$ cat config.mk
export PLATFORM = sky130hd
export DESIGN_NAME = ea_seq
export DESIGN_NICKNAME = d
export VERILOG_FILES = /design/src/rtl/eag_pkg.sv /design/src/rtl/eag_direct.sv /design/src/rtl/eag_ptr.sv /design/src/rtl/eag_final.sv /design/src/rtl/ea_seq.sv
export SDC_FILE = /design/constraint.sdc
export NUM_CORES = 1
export LEC_CHECK = 0
export BUFFER_PORTS_ARGS = -buffer_cell sky130_fd_sc_hd__buf_4
export CAP_MARGIN = 20
export CORE_MARGIN = 4
export CORE_UTILIZATION = 65
export DETAILED_ROUTE_END_ITERATION = 12
export HOLD_SLACK_MARGIN = 0.05
export PLACE_DENSITY = 0.91
export SYNTH_ARGS = -nofsm -noshare
export SYNTH_HDL_FRONTEND = slang
export SYNTH_HIERARCHICAL = 1
export SYNTH_SLANG_ARGS = --single-unit
$ cat constraint.sdc
create_clock -name clk -period 7.75 [get_ports clk]
set_clock_uncertainty 0.15 [all_clocks]
set_input_delay 2.325 -clock clk [delete_from_list [all_inputs] [get_ports clk]]
set_output_delay 2.325 -clock clk [all_outputs]
set_load 0.005 [all_outputs]
$ cat src/rtl/eag_pkg.sv
package eag_pkg;

    localparam int ADDR_W = 16;
    localparam int BYTE_W = 8;
    localparam int MODE_W = 4;

    typedef logic [ADDR_W-1:0] addr_t;
    typedef logic [BYTE_W-1:0] byte_t;

    typedef enum logic [MODE_W-1:0] {
        AM_ABS   = 4'd0,
        AM_ABSX  = 4'd1,
        AM_ABSY  = 4'd2,
        AM_ZP    = 4'd3,
        AM_ZPX   = 4'd4,
        AM_ZPY   = 4'd5,
        AM_ZIND  = 4'd6,
        AM_ZXIND = 4'd7,
        AM_ZINDY = 4'd8,
        AM_AIND  = 4'd9,
        AM_AXIND = 4'd10
    } amode_t;

    typedef enum logic [1:0] {
        ST_IDLE,
        ST_RD_LO,
        ST_RD_HI,
        ST_LAST
    } seq_st_t;

    typedef struct packed {
        amode_t mode;
        logic   store;
        byte_t  lo;
        byte_t  hi;
        byte_t  x;
        byte_t  y;
    } req_t;

    typedef struct packed {
        addr_t ea;
        logic  pen;
    } res_t;

    function automatic logic is_indirect(amode_t m);
        return m inside {AM_ZIND, AM_ZXIND, AM_ZINDY, AM_AIND, AM_AXIND};
    endfunction

    function automatic logic is_zp_ptr(amode_t m);
        return m inside {AM_ZIND, AM_ZXIND, AM_ZINDY};
    endfunction

    function automatic logic is_zp_direct(amode_t m);
        return m inside {AM_ZP, AM_ZPX, AM_ZPY};
    endfunction

    function automatic logic pen_capable(amode_t m);
        return m inside {AM_ABSX, AM_ABSY, AM_ZINDY};
    endfunction

    // 16-bit base plus 8-bit index, with the penalty qualified by mode and access kind.
    function automatic res_t index_add(addr_t base, byte_t idx, amode_t m, logic store);
        res_t r;
        r.ea  = base + {{(ADDR_W-BYTE_W){1'b0}}, idx};
        r.pen = pen_capable(m) && !store && (r.ea[ADDR_W-1:BYTE_W] != base[ADDR_W-1:BYTE_W]);
        return r;
    endfunction

endpackage

$ cat src/rtl/eag_direct.sv
module eag_direct
    import eag_pkg::*;
(
    input  amode_t mode,
    input  logic   store,
    input  byte_t  lo,
    input  byte_t  hi,
    input  byte_t  x,
    input  byte_t  y,
    output res_t   res
);
    byte_t zp_idx;

    always_comb begin
        zp_idx = '0;
        res    = '0;
        case (mode)
            AM_ABSX: res = index_add({hi, lo}, x, mode, store);
            AM_ABSY: res = index_add({hi, lo}, y, mode, store);
            AM_ZP, AM_ZPX, AM_ZPY: begin
                if (mode == AM_ZPX)      zp_idx = x;
                else if (mode == AM_ZPY) zp_idx = y;
                res.ea  = {{(ADDR_W-BYTE_W){1'b0}}, byte_t'(lo + zp_idx)};
                res.pen = 1'b0;
            end
            default: begin
                res.ea  = {hi, lo};
                res.pen = 1'b0;
            end
        endcase
    end
endmodule

$ cat src/rtl/eag_ptr.sv
module eag_ptr
    import eag_pkg::*;
(
    input  amode_t mode,
    input  byte_t  lo,
    input  byte_t  hi,
    input  byte_t  x,
    output addr_t  ptr_lo,
    output addr_t  ptr_hi
);
    byte_t zp_p;
    addr_t abs_p;

    always_comb begin
        zp_p  = (mode == AM_ZXIND) ? byte_t'(lo + x) : lo;
        abs_p = (mode == AM_AXIND) ? ({hi, lo} + {{(ADDR_W-BYTE_W){1'b0}}, x}) : {hi, lo};
        if (is_zp_ptr(mode)) begin
            ptr_lo = {{(ADDR_W-BYTE_W){1'b0}}, zp_p};
            ptr_hi = {{(ADDR_W-BYTE_W){1'b0}}, byte_t'(zp_p + 1'b1)};
        end else begin
            ptr_lo = abs_p;
            ptr_hi = abs_p + 1'b1;
        end
    end
endmodule

$ cat src/rtl/eag_final.sv
module eag_final
    import eag_pkg::*;
(
    input  amode_t mode,
    input  logic   store,
    input  byte_t  y,
    input  byte_t  ptr_lo_byte,
    input  byte_t  ptr_hi_byte,
    output res_t   res
);
    always_comb begin
        if (mode == AM_ZINDY) begin
            res = index_add({ptr_hi_byte, ptr_lo_byte}, y, mode, store);
        end else begin
            res.ea  = {ptr_hi_byte, ptr_lo_byte};
            res.pen = 1'b0;
        end
    end
endmodule

$ cat src/rtl/ea_seq.sv
module ea_seq
    import eag_pkg::*;
(
    input  logic        clk,
    input  logic        rst,
    input  logic        start,
    input  logic [3:0]  mode_code,
    input  logic        is_store,
    input  logic [7:0]  op_lo,
    input  logic [7:0]  op_hi,
    input  logic [7:0]  idx_x,
    input  logic [7:0]  idx_y,
    output logic [15:0] mem_addr,
    output logic        mem_rd,
    input  logic [7:0]  mem_rdata,
    output logic        done,
    output logic [15:0] ea,
    output logic        page_pen
);
    seq_st_t st;
    req_t    req, new_req;
    byte_t   lo_q;
    addr_t   ea_q;
    logic    pen_q, done_q;
    res_t    dir_res, fin_res;
    addr_t   ptr_lo, ptr_hi;

    always_comb begin
        new_req.mode  = amode_t'(mode_code);
        new_req.store = is_store;
        new_req.lo    = op_lo;
        new_req.hi    = op_hi;
        new_req.x     = idx_x;
        new_req.y     = idx_y;
    end

    eag_direct u_direct (
        .mode (new_req.mode), .store(new_req.store),
        .lo   (new_req.lo),   .hi   (new_req.hi),
        .x    (new_req.x),    .y    (new_req.y),
        .res  (dir_res)
    );

    eag_ptr u_ptr (
        .mode  (req.mode), .lo(req.lo), .hi(req.hi), .x(req.x),
        .ptr_lo(ptr_lo),   .ptr_hi(ptr_hi)
    );

    eag_final u_final (
        .mode       (req.mode), .store(req.store), .y(req.y),
        .ptr_lo_byte(lo_q),     .ptr_hi_byte(mem_rdata),
        .res        (fin_res)
    );

    always_ff @(posedge clk) begin
        if (rst) begin
            st     <= ST_IDLE;
            req    <= '0;
            lo_q   <= '0;
            ea_q   <= '0;
            pen_q  <= 1'b0;
            done_q <= 1'b0;
        end else begin
            done_q <= 1'b0;
            case (st)
                ST_IDLE: if (start) begin
                    req <= new_req;
                    if (is_indirect(new_req.mode)) begin
                        st <= ST_RD_LO;
                    end else begin
                        ea_q   <= dir_res.ea;
                        pen_q  <= dir_res.pen;
                        done_q <= 1'b1;
                    end
                end
                ST_RD_LO: st <= ST_RD_HI;
                ST_RD_HI: begin
                    lo_q <= mem_rdata;
                    st   <= ST_LAST;
                end
                default: begin
                    ea_q   <= fin_res.ea;
                    pen_q  <= fin_res.pen;
                    done_q <= 1'b1;
                    st     <= ST_IDLE;
                end
            endcase
        end
    end

    always_comb begin
        mem_rd   = (st == ST_RD_LO) || (st == ST_RD_HI);
        mem_addr = (st == ST_RD_LO) ? ptr_lo : (st == ST_RD_HI) ? ptr_hi : '0;
    end

    assign done     = done_q;
    assign ea       = ea_q;
    assign page_pen = pen_q;

    // Fetch cycles and the completion strobe never overlap.
    assert_rd_not_done_R8: assert property (@(posedge clk) disable iff (rst)
        mem_rd |-> !done);

    // The second pointer read follows the first at the next low-byte address.
    assert_ptr_step_R7: assert property (@(posedge clk) disable iff (rst)
        (mem_rd && $past(mem_rd)) |-> (mem_addr[7:0] == byte_t'($past(mem_addr[7:0]) + 1'b1)));

    // Page-zero pointer reads stay in page zero.
    assert_zp_ptr_R6: assert property (@(posedge clk) disable iff (rst)
        (mem_rd && is_zp_ptr(req.mode)) |-> (mem_addr[15:8] == 8'h00));

    // Page-zero direct results stay in page zero.
    assert_zp_result_R3: assert property (@(posedge clk) disable iff (rst)
        (done && is_zp_direct(req.mode)) |-> (ea[15:8] == 8'h00));

    // Stores never report the penalty.
    assert_store_no_pen_R5: assert property (@(posedge clk) disable iff (rst)
        (done && req.store) |-> !page_pen);

    // Only the indexed-read modes can report the penalty.
    assert_pen_modes_R4: assert property (@(posedge clk) disable iff (rst)
        (done && !pen_capable(req.mode)) |-> !page_pen);

    // Results hold outside the completion strobe.
    assert_hold_R9: assert property (@(posedge clk) disable iff (rst)
        !done |-> ($stable(ea) && $stable(page_pen)));

endmodule

After elaboration in Yosys (flattened, before gate mapping)
Index checks and enable logic that the tools add are counted.
{"block": "word_totals", "reg_bits": 65, "wordCells": 85}
{"block": "classes", "add_sub_neg": 8, "n_eq_ne": 24, "mux": 23, "n_bitwise": 1, "reduce_logical": 18}
{"op": "2-to-1 mux 16 bit", "n": 7}
{"op": "adder 16 x 8 -> 16 bit", "n": 4}
{"op": "case mux 17 bit (3 select lines)", "n": 1}
{"op": "2-to-1 mux 8 bit", "n": 4}
{"op": "case mux 16 bit (2 select lines)", "n": 1}
{"op": "equality test 4 x 3 -> 1 bit (second input constant)", "n": 6}
{"op": "inequality test 8 bit", "n": 3}
{"op": "equality test 4 bit (second input constant)", "n": 5}
{"op": "2-to-1 mux 17 bit", "n": 1}
{"op": "adder 16 x 1 -> 16 bit (second input constant)", "n": 1}
{"op": "adder 8 bit", "n": 2}
{"op": "equality test 4 x 2 -> 1 bit (second input constant)", "n": 3}
{"op": "nonzero test 3 bit", "n": 3}
{"op": "adder 8 x 1 -> 8 bit (second input constant)", "n": 1}
{"op": "equality test 4 x 1 -> 1 bit (second input constant)", "n": 2}
{"op": "inequality test 2 bit (second input constant)", "n": 3}
{"op": "case mux 2 bit (3 select lines)", "n": 1}
{"op": "logical AND 1 bit", "n": 5}
{"op": "nonzero test 5 bit", "n": 1}
{"op": "2-to-1 mux 1 bit", "n": 4}
{"op": "2-to-1 mux 2 bit", "n": 2}
{"op": "case mux 1 bit (2 select lines)", "n": 2}
{"op": "AND reduction 2 bit", "n": 2}
{"op": "AND reduction 3 bit", "n": 1}
{"op": "other kinds (8)", "n": 9}

Longest topological paths before layout
Gate-level depths: netlist of run 1.
{"block": "logic_depth", "word_depth": 9, "ltp_mapped": 15, "depth_no_buf": 14}

Modules after synthesis
Netlist of run 1, hierarchy kept.
{"mod": "ea_seq", "n_inst": 1, "cells_each": 313, "area_per_inst_um2": 2750.1, "seq_area_each_um2": 1301.2}
{"mod": "eag_ptr", "n_inst": 1, "cells_each": 256, "area_per_inst_um2": 1831.8, "seq_area_each_um2": 0.0}
{"mod": "eag_direct", "n_inst": 1, "cells_each": 239, "area_per_inst_um2": 1696.6, "seq_area_each_um2": 0.0}
{"mod": "eag_final", "n_inst": 1, "cells_each": 95, "area_per_inst_um2": 654.4, "seq_area_each_um2": 0.0}

Worst setup path before layout of run 1
No wires, ideal clock.
{"block": "synth_path", "path_type": "reg2out", "startpoint": "register req[24] (netlist name)", "endpoint": "output port mem_addr[14]", "arrival_ns": 2.895, "t_required_ns": 5.275, "path_slack_ns": 2.380, "stages_incl_launch_ff": 12, "path_cell_list": "dfxtp_1 > ha_1 > fa_1 > a211oi_2 > o21ai_2 > a21oi_2 > nand3_1 > a221o_1 > buf_6 > nor4_2 > mux2_1 > a22o_1"}
{"block": "synth_between", "elab_chain_len": 6}
{"item": "start, declared", "line_no": "ea_seq.sv:21", "source": "req_t req, new_req;"}
{"item": "start signal, assigned", "line_no": "ea_seq.sv:67", "source": "req <= new_req;"}
{"item": "adder 16 x 8 -> 16 bit", "line_no": "eag_ptr.sv:16", "source": "abs_p = (mode == AM_AXIND) ? ({hi, lo} + {{(ADDR_W-BYTE_W){1'b0}}, x}) : {hi, lo};"}
{"item": "2-to-1 mux 16 bit (*)", "line_no": "eag_ptr.sv:16"}
{"item": "adder 16 x 1 -> 16 bit (*)", "line_no": "eag_ptr.sv:22", "source": "ptr_hi = abs_p + 1'b1;"}
{"item": "2-to-1 mux 16 bit (*)", "line_no": "eag_ptr.sv:17", "source": "if (is_zp_ptr(mode)) begin"}
{"item": "named net ptr_hi[14]", "line_no": "ea_seq.sv:26", "source": "addr_t ptr_lo, ptr_hi;"}
{"item": "2-to-1 mux 16 bit (*) (2 in a row)", "line_no": "ea_seq.sv:93", "source": "mem_addr = (st == ST_RD_LO) ? ptr_lo : (st == ST_RD_HI) ? ptr_hi : '0;"}
{"item": "end, declared", "line_no": "ea_seq.sv:13", "source": "output logic [15:0] mem_addr,"}
The timed path passes the listed nets; every way through them passes the cells marked *.

Worst setup path in the final report of run 1
{"block": "layout_path", "startpoint": "register req[24] (netlist name)", "endpoint": "output port mem_addr[15]"}
The elaborated chain is that of the path after synthesis.

==> metrics.md, run 1 <==
| Metric | Value |
|---|---|
| RSZ-0062 raised after global routing | no |
| Min-delay src | req[8]$_SDFFE_PP0P_ |
| EDFF count, synth | 0 |
| Filler cell count | 826 |
| Post-synth top area share | 0.188 |
| Die X-Extent | approximately 110 um |
| CP max FO | 12 |
| Syn Area/Cell | 7.68 um2 |
| Congestion Overflow GR | 0 |
| Final min period | 6.24 ns |
| Vias in the first global route | 6606 |
| Simple-Gate Fraction of Synth Area | 0.236 |
| Worst-Margin Slew | 0.979 ns |
| Net count after synthesis | between 1000 and 1500 |
| Synth async-reset ratio | 0 |
| Leakage | 3.20 nW |
| Final non-filler cell total | 1091 |
| Hold/Removal Path Class | flip-flop to flip-flop |
| Most instantiated cells after synthesis | nand2_1, a21oi_1, dfxtp_1 |
| Crit Reg-Reg Startpoint | lo_q[0]$_SDFFE_PP0N_ |
| Row count | 37 |
| Via density | 6.58 |
| CP max stage delay | approximately 0.52 ns |
| Worst Reg2Reg Path Length in Cells | 8 |
| DP Cell Count | 1074 |
| Hold path endpoint | req[8]$_SDFFE_PP0P_ |
| Crit path buf inv count | 1 |
| Largest cells by area after synthesis | dfxtp_1, ha_1, nand2_1, mux2i_1, a21oi_1 |
| Post-synth top flop | dfxtp_1 |
| Most frequent cell after synthesis | nand2_1 |
| Layout cells sized above 1 | 0.155 |
| Hold Buf Count CTS | 0 |
| Number of max-cap violations | 0 |
| Final ANT Viol Nets | 0 |
| CP top delay family | compound AO/OA/AOI/OAI gates |
| Post-cts resize count | 0 |
| Final hold slack | 0.316 ns |
| Root Buffer | clkbuf_8 |
| Final setup vio count | 0 |
| Compound-Gate Fraction of Synth Area | 0.268 |
| Peak supply drop | 224 uV |
| Clock Sinks | 65 |
| Peak Freq | 160 MHz |
| Crit end category | output pin |
| Placer Congestion | approximately 0.98 |
| DP HPWL | 14900 um |
| Post-synthesis register bit count | between 60 and 70 |
| Die area | 0.0124 mm2 |
| IO Port Bufs | 82 |
| Clk_lat worst skew | 0.35 ns |
| Period utilization | 0.805 |
| First-pass GRT wire length | 31400 um |
| Final Max Slew Viols | 0 |
| Synth Area in Adders | 0.0957 |
| Max transition margin | 0.344 |
| Crit Path Class | flip-flop to output pin |
| TritonRoute pass-1 iters | 7 |
| Final hold viol count | 0 |
| Antenna cells | 0 |
| Mux cell area share after synthesis | 0.0828 |
| Count of different cell masters after synthesis | 97 |
| Fin nets | 1048 |
| Largest family of logic cells by synthesized area | compound AO/OA/AOI/OAI gates |
| Routed WL | 19400 um |
| Req. time, crit path | between 5 and 6 ns |
| I/O pin count | between 80 and 90 |
| Crit path cell chain | ha_1 -> fa_1 -> a211oi_2 -> o21ai_2 -> a21oi_2 -> nand3_1 -> a221o_1 -> nor4_1 -> mux2_1 -> a22o_1 -> buf_4 |
| CTS H-tree depth | 3 |
| Clock Path Buffers | 2 |
| Register area share after synthesis | 0.188 |
| Yosys warns | 6 |
| Mapped Cells | 903 |
| Crit path from | req[24]$_SDFFE_PP0P_ |
| Wire length per cell | 17.7 um |
| CP max stage cell | a221o_1 |
| All-Layer GR Usage | 0.302 |
| Initial antenna violation count | 0 |
| Synth area leader | dfxtp_1 |
| Worst-path clk slew | 0.07 ns |
| Hold Path Depth | 2 |
| Post-synthesis share of cell area spent on xor and xnor gates | 0.0716 |
| Largest net degree at the start of global routing | 64 |
| Outcome | finished, final reports clean |
| R2r endpoint | ea[14]$_SDFFE_PP0P_ |
| DR DRC count | 0 |
| # Post-CTS Setup Buffers | 0 |
| Area added between synthesis and finish | 10.8% |
| Via count | 7176 |
| R2R setup slack | 4.89 ns |
| TritonCTS Buffers | 9 |
| Power Dens Cells | 220 mW/mm2 |
| TNS Setup | 0 ns |
| Die H | 111 um |
| Core Box Area | 0.0104 mm2 |
| DRT iter0 DRCs | 754 |
| Worst EP arrival | 3.76 ns |
| Initial Util | 0.669 |
| CTS tree | done |
| Cell area after synthesis | 0.00693 mm2 |
| Startpoint class of the critical path | flip-flop |
[layout by cell type, fill, tap and decap left out, drive strengths merged, types with 10 or more instances in the layout]
cell and count:
a211oi 12, a21oi 83, a22o 17, a311oi 18, and2 10, buf 87, dfxtp 65, ha 45
inv 34, mux2 11, mux2i 45, nand2 143, nand3 27, nor2 58, nor3 15, nor4 11
o21ai 49, xnor2 33, xor2 22
[flip-flops by register name (all words and copies together) (netlist names)]
signal,flops
ea,16
lo_q,8
done,1
page_pen,1
req,37
st,2
[cells by family (layout without fill, tap and decap cells)]
group                      count (synthesis)  in the layout
muxes                                     56             56
adders and majority gates                 50             50
xor gates and xnor gates                  55             55
AOI/OAI and AO/OA                        265            265
buffers and inverters                     85            137
DFF                                       65             65
and+or+nand+nor                          327            327
[power by group]
group	switching (W)	internal, W	leakage [nW]
combinational	0.000523	0.000370	2.56
clock	0.000155	0.000152	0.101
sequential	0.0000733	0.000418	0.534
[metal layers]
metal | global-route usage | wire length [um] | vias to the layer above
li1 | - | - | 3414
met1 | 0.402 | 8240 | 3320
met2 | 0.494 | 8890 | 364
met3 | 0.0404 | 1560 | 78
met4 | 0.118 | 668 | 0
met5 | 0 | 0 | -
[worst max path at each step]
stage                     cells past startpoint            to  slack [ns]
after floorplan                              11  mem_addr[14]        2.38
after global placement                       11  mem_addr[15]        1.99
after detailed placement                     11  mem_addr[15]        1.94
after CTS                                    11  mem_addr[15]        1.56
after global routing                         11  mem_addr[15]        1.33
final                                        11  mem_addr[15]        1.51
[per-stage QoR]
step	util	total power, W	area [um2]	worst slack (ns)
floorplan	-	0.00112	6930	2.38
global placement	0.721	0.00135	7470	1.99
detailed placement	0.721	0.00137	7470	1.94
CTS	0.740	0.00167	7680	1.56
global route	0.741	0.00180	7680	1.33
finish	0.741	0.00169	7680	1.51
[area by class of cell]
cell class / instances / area (um2) / share of cell area
inverters: 34 / 128 / 0.0166
clock inverters: 7 / 80.1 / 0.0104
repair buffers: 87 / 653 / 0.0850
multi-input cells: 753 / 5230 / 0.680
flip-flops and latches: 65 / 1300 / 0.169
clock buffers: 9 / 124 / 0.0161
well taps: 136 / 170 / 0.0221
[worst register-to-register path: cells and delay by family (launching register included)]
kind	cells	cell delay, ns
AO/OA/AOI/OAI	3	1.10
AND/OR/NAND/NOR	1	0.22
adder cells (fa/ha/maj)	2	0.66
XOR/XNOR	1	0.16
multiplexers	1	0.10
flip-flops	1	0.35
Power figures use the tool's default switching activity.
==> run 2, diff against run 1 <==
--- a/config.mk
+++ b/config.mk
@@ -5,13 +5,14 @@
 export SDC_FILE = /design/constraint.sdc
 export NUM_CORES = 1
 export LEC_CHECK = 0
+export ABC_AREA = 1
 export BUFFER_PORTS_ARGS = -buffer_cell sky130_fd_sc_hd__buf_4
 export CAP_MARGIN = 20
 export CORE_MARGIN = 4
-export CORE_UTILIZATION = 65
+export CORE_UTILIZATION = 55
 export DETAILED_ROUTE_END_ITERATION = 12
 export HOLD_SLACK_MARGIN = 0.05
-export PLACE_DENSITY = 0.91
+export PLACE_DENSITY = 0.81
 export SYNTH_ARGS = -nofsm -noshare
 export SYNTH_HDL_FRONTEND = slang
 export SYNTH_HIERARCHICAL = 1
==> constraint.sdc (replaced) <==
create_clock -name clk -period 5.7 [get_ports clk]
set_clock_uncertainty 0.15 [all_clocks]
set_input_delay 1.71 -clock clk [delete_from_list [all_inputs] [get_ports clk]]
set_output_delay 1.71 -clock clk [all_outputs]
set_load 0.005 [all_outputs]
==> run 2 against run 1 <==
Against the previous run:
- power increased by 28%
- first-iteration DRC count is 1.1% lower
- worst setup slack got worse by 0.69 ns
- global-route usage down 2.2 points
- sequential cell count unchanged
- final cell count is 45% higher
- combinational power up 7.6%
- die area up 31%
- clock-buffer cell count unchanged
- utilization fell by 11 points
- largest power group unchanged
==> metrics.md, run 2 <==
| Metric | Value |
|---|---|
| Worst EP arrival | 3.02 ns (-0.74 ns) |
| Row count | 43 (+16%) |
| Mapped Cells | 1344 (+49%) |
| Most frequent cell after synthesis | nand2_1 |
| Clock Sinks | 65 (unchanged) |
| Register area share after synthesis | 0.166 (-0.0216) |
| Met2 Resource Use GR | 0.460 (-0.0336) |
| Wire length per cell | 14.2 um (-20%) |
| Leakage | 4.75 nW (+49%) |
| R2R setup slack | 3.02 ns (-1.87 ns) |
| Fin nets | 1499 (+43%) |
| Cell area after synthesis | 0.00783 mm2 (+13%) |
| Routed WL | 22500 um (+16%) |
| Req. time, crit path | 3.84 ns (-1.44 ns) |
| Die X-Extent | 127 um (+14%) |
| Filler cell count | 1348 (+63%) |
| RSZ-0062 raised after global routing | no |
| Outcome | finished, final reports clean |
| Count of different cell masters after synthesis | 53 (-45%) |
| Crit end category | output pin |
| Final setup vio count | 0 (unchanged) |
| Post-synth top flop | dfxtp_1 |
| Startpoint class of the critical path | flip-flop |
| Peak supply drop | 221 uV (-1.1%) |
| Hold Path Depth | 2 (unchanged) |
| Finished Core Util | 0.629 (-0.112) |
| Crit Path Class | flip-flop to output pin |
| Largest Register | req |
| Peak Freq | 205 MHz |
| Root Buffer | clkbuf_16 |
| Initial antenna violation count | 0 (unchanged) |
| Met1 usage in global routing | 0.379 (-0.0232) |
| Core Box Area | 0.0139 mm2 (+34%) |
| Most common cell after layout, fill and taps aside | nand2_1 |
| DRT iter0 DRCs | 746 (-1.1%) |
| Synth async-reset ratio | 0 (unchanged) |
| Power, Total | 0.00216 W (+28%) |
| Max reg flops | 37 (unchanged) |
| Syn Area/Cell | 5.83 um2 (-24%) |
| CP max FO | 4 (-8) |
| Finished Cell Area | 0.00876 mm2 (+14%) |
| Largest net degree at the start of global routing | 64 (unchanged) |
| Post-synth top area share | 0.195 (+0.00733) |
| Area added between synthesis and finish | 11.8% |
| Net count after synthesis | 1442 (+44%) |
| Power Dens Cells | 247 mW/mm2 (+12%) |
| Die H | 127 um (+14%) |
| TritonRoute pass-1 iters | 6 (-1) |
| Met3 GRT Util | 0.0309 (-0.00946) |
| Yosys warns | 6 (unchanged) |
| CTS tree | done |
| Antenna cells | 0 (unchanged) |
| Via count | 8675 (+21%) |
| EDFF count, synth | 0 (unchanged) |
| Synth area leader | nand2_1 |
| Clock Path Buffers | 2 (unchanged) |
| TNS Setup | 0 ns (unchanged) |
| Congestion Overflow GR | 0 (unchanged) |
| All-Layer GR Usage | 0.280 (-0.0216) |
| CTS H-tree depth | 3 (unchanged) |
| First-pass GRT wire length | 37600 um (+20%) |
| Final min period | 4.88 ns |
| Placer Congestion | 0.961 (-1.8%) |
| Most instantiated cells after synthesis | nand2_1, nor2_1, nand3_1 |
| Number of max-cap violations | 0 (unchanged) |
| IO Port Bufs | 82 (unchanged) |
| Largest cells by area after synthesis | nand2_1, dfxtp_1, nand3_1, nor2_1, ha_1 |
| Period utilization | 0.856 |
| Worst Reg2Reg Path Length in Cells | 7 (-1) |
| Final Max Slew Viols | 0 (unchanged) |
| Hold/Removal Path Class | flip-flop to flip-flop |
| Commonest non-fill, non-tap cells in the layout | nand2_1, nor2_1, nand3_1 |
| Post-cts resize count | 0 (unchanged) |
| Layout cells sized above 1 | 0.157 (+0.00221) |
| Max transition margin | 0.377 (+0.0333) |
| Worst-path clk slew | 0.05 ns (-0.02 ns) |
| Worst-Margin Slew | 0.935 ns (-0.0440 ns) |
| Die area | 0.0162 mm2 (+31%) |
| Final ANT Viol Nets | 0 (unchanged) |
| GRT busiest layer | met2 |
| I/O pin count | 83 (unchanged) |
| Final hold viol count | 0 (unchanged) |
| Via density | 5.47 (-17%) |
| DP Area | 0.00843 mm2 (+13%) |
| Post-synthesis register bit count | 65 (unchanged) |
| Initial Util | 0.562 (-0.106) |
| DP HPWL | 17600 um (+18%) |
| Clk_lat worst skew | 0.33 ns (-0.02 ns) |
| # Post-CTS Setup Buffers | 0 (unchanged) |
| TritonCTS Buffers | 9 (unchanged) |
| Hold Buf Count CTS | 0 (unchanged) |
| Vias in the first global route | 7930 (+20%) |
| DR DRC count | 0 (unchanged) |
[run 2: cell types whose count changed after synthesis, sizes merged, moves of 18 or more]
cell | before | now
nand2 | 143 | 433
nor2 | 58 | 198
a311oi | 18 | 0
o21ai | 49 | 81
nand3 | 27 | 170
xnor2 | 33 | 4
mux2i | 45 | 17
a21oi | 83 | 42
inv | 33 | 161
[run 2: power breakdown]
| part | internal, W | switching [W] |
|---|---|---|
| clock | 0.000386 | 0.000214 |
| sequential | 0.000532 | 0.0000691 |
| combinational | 0.000356 | 0.000605 |
[run 2: area by class of cell]
type                            count  area (um2)  share of cell area
Clock buffer                        9         225              0.0257
Clock inverter                      7         103              0.0117
Inverter                          163         614              0.0701
Multi-Input combinational cell   1076        5650               0.644
Sequential cell                    65        1300               0.149
Tap cell                          180         225              0.0257
Timing Repair Buffer               86         646              0.0737
[run 2: layer usage]
metal | wire length (um) | share of wire
met5 | 0 | 0
met4 | 699 | 0.031
met3 | 1720 | 0.076
met2 | 10300 | 0.46
met1 | 9780 | 0.43
[run 2: per-stage QoR]
step	setup WS, ns	instances	hold WS (ns)
final	0.821	1586	0.335
after CTS	0.808	1586	0.339
after floorplan	1.56	1344	0.306
after global routing	0.492	1586	0.364
after detailed placement	1.17	1570	0.327
after global placement	1.29	1570	0.318
[run 2: path summary, 6_finish.rpt]
path	from	endpoint
setup / recovery	req[24]$_SDFFE_PP0P_	mem_addr[14]
hold / removal	req[12]$_SDFFE_PP0P_	req[12]$_SDFFE_PP0P_
setup reg to reg	st[0]$_SDFFE_PP0P_	req[35]$_SDFFE_PP0P_
hold reg to reg	req[12]$_SDFFE_PP0P_	req[12]$_SDFFE_PP0P_
[run 2: cell families after synthesis]
logic type               count (synthesis)  synth area share
AND/OR/NAND/NOR                        859             0.495
buffers and inverters                  203             0.114
AO/OA/AOI/OAI                          141             0.109
flip-flops                              65             0.166
adder cells (fa/ha/maj)                 50            0.0847
multiplexers                            17            0.0217
XOR/XNOR                                 9            0.0101
[run 2: critical path, stage by stage, from the launching register on]
cell	delay [ns]
dfxtp_1	0.34
ha_1	0.25
fa_1	0.51
nand3_1	0.10
nand2_1	0.13
ha_1	0.17
and2_1	0.17
nand2_1	0.08
nor2_1	0.17
nand3_1	0.16
nor2_2	0.14
nand3_1	0.08
nand2_1	0.06
nand2_1	0.04
inv_1	0.04
nand3_1	0.06
nand2_1	0.10
buf_4	0.11
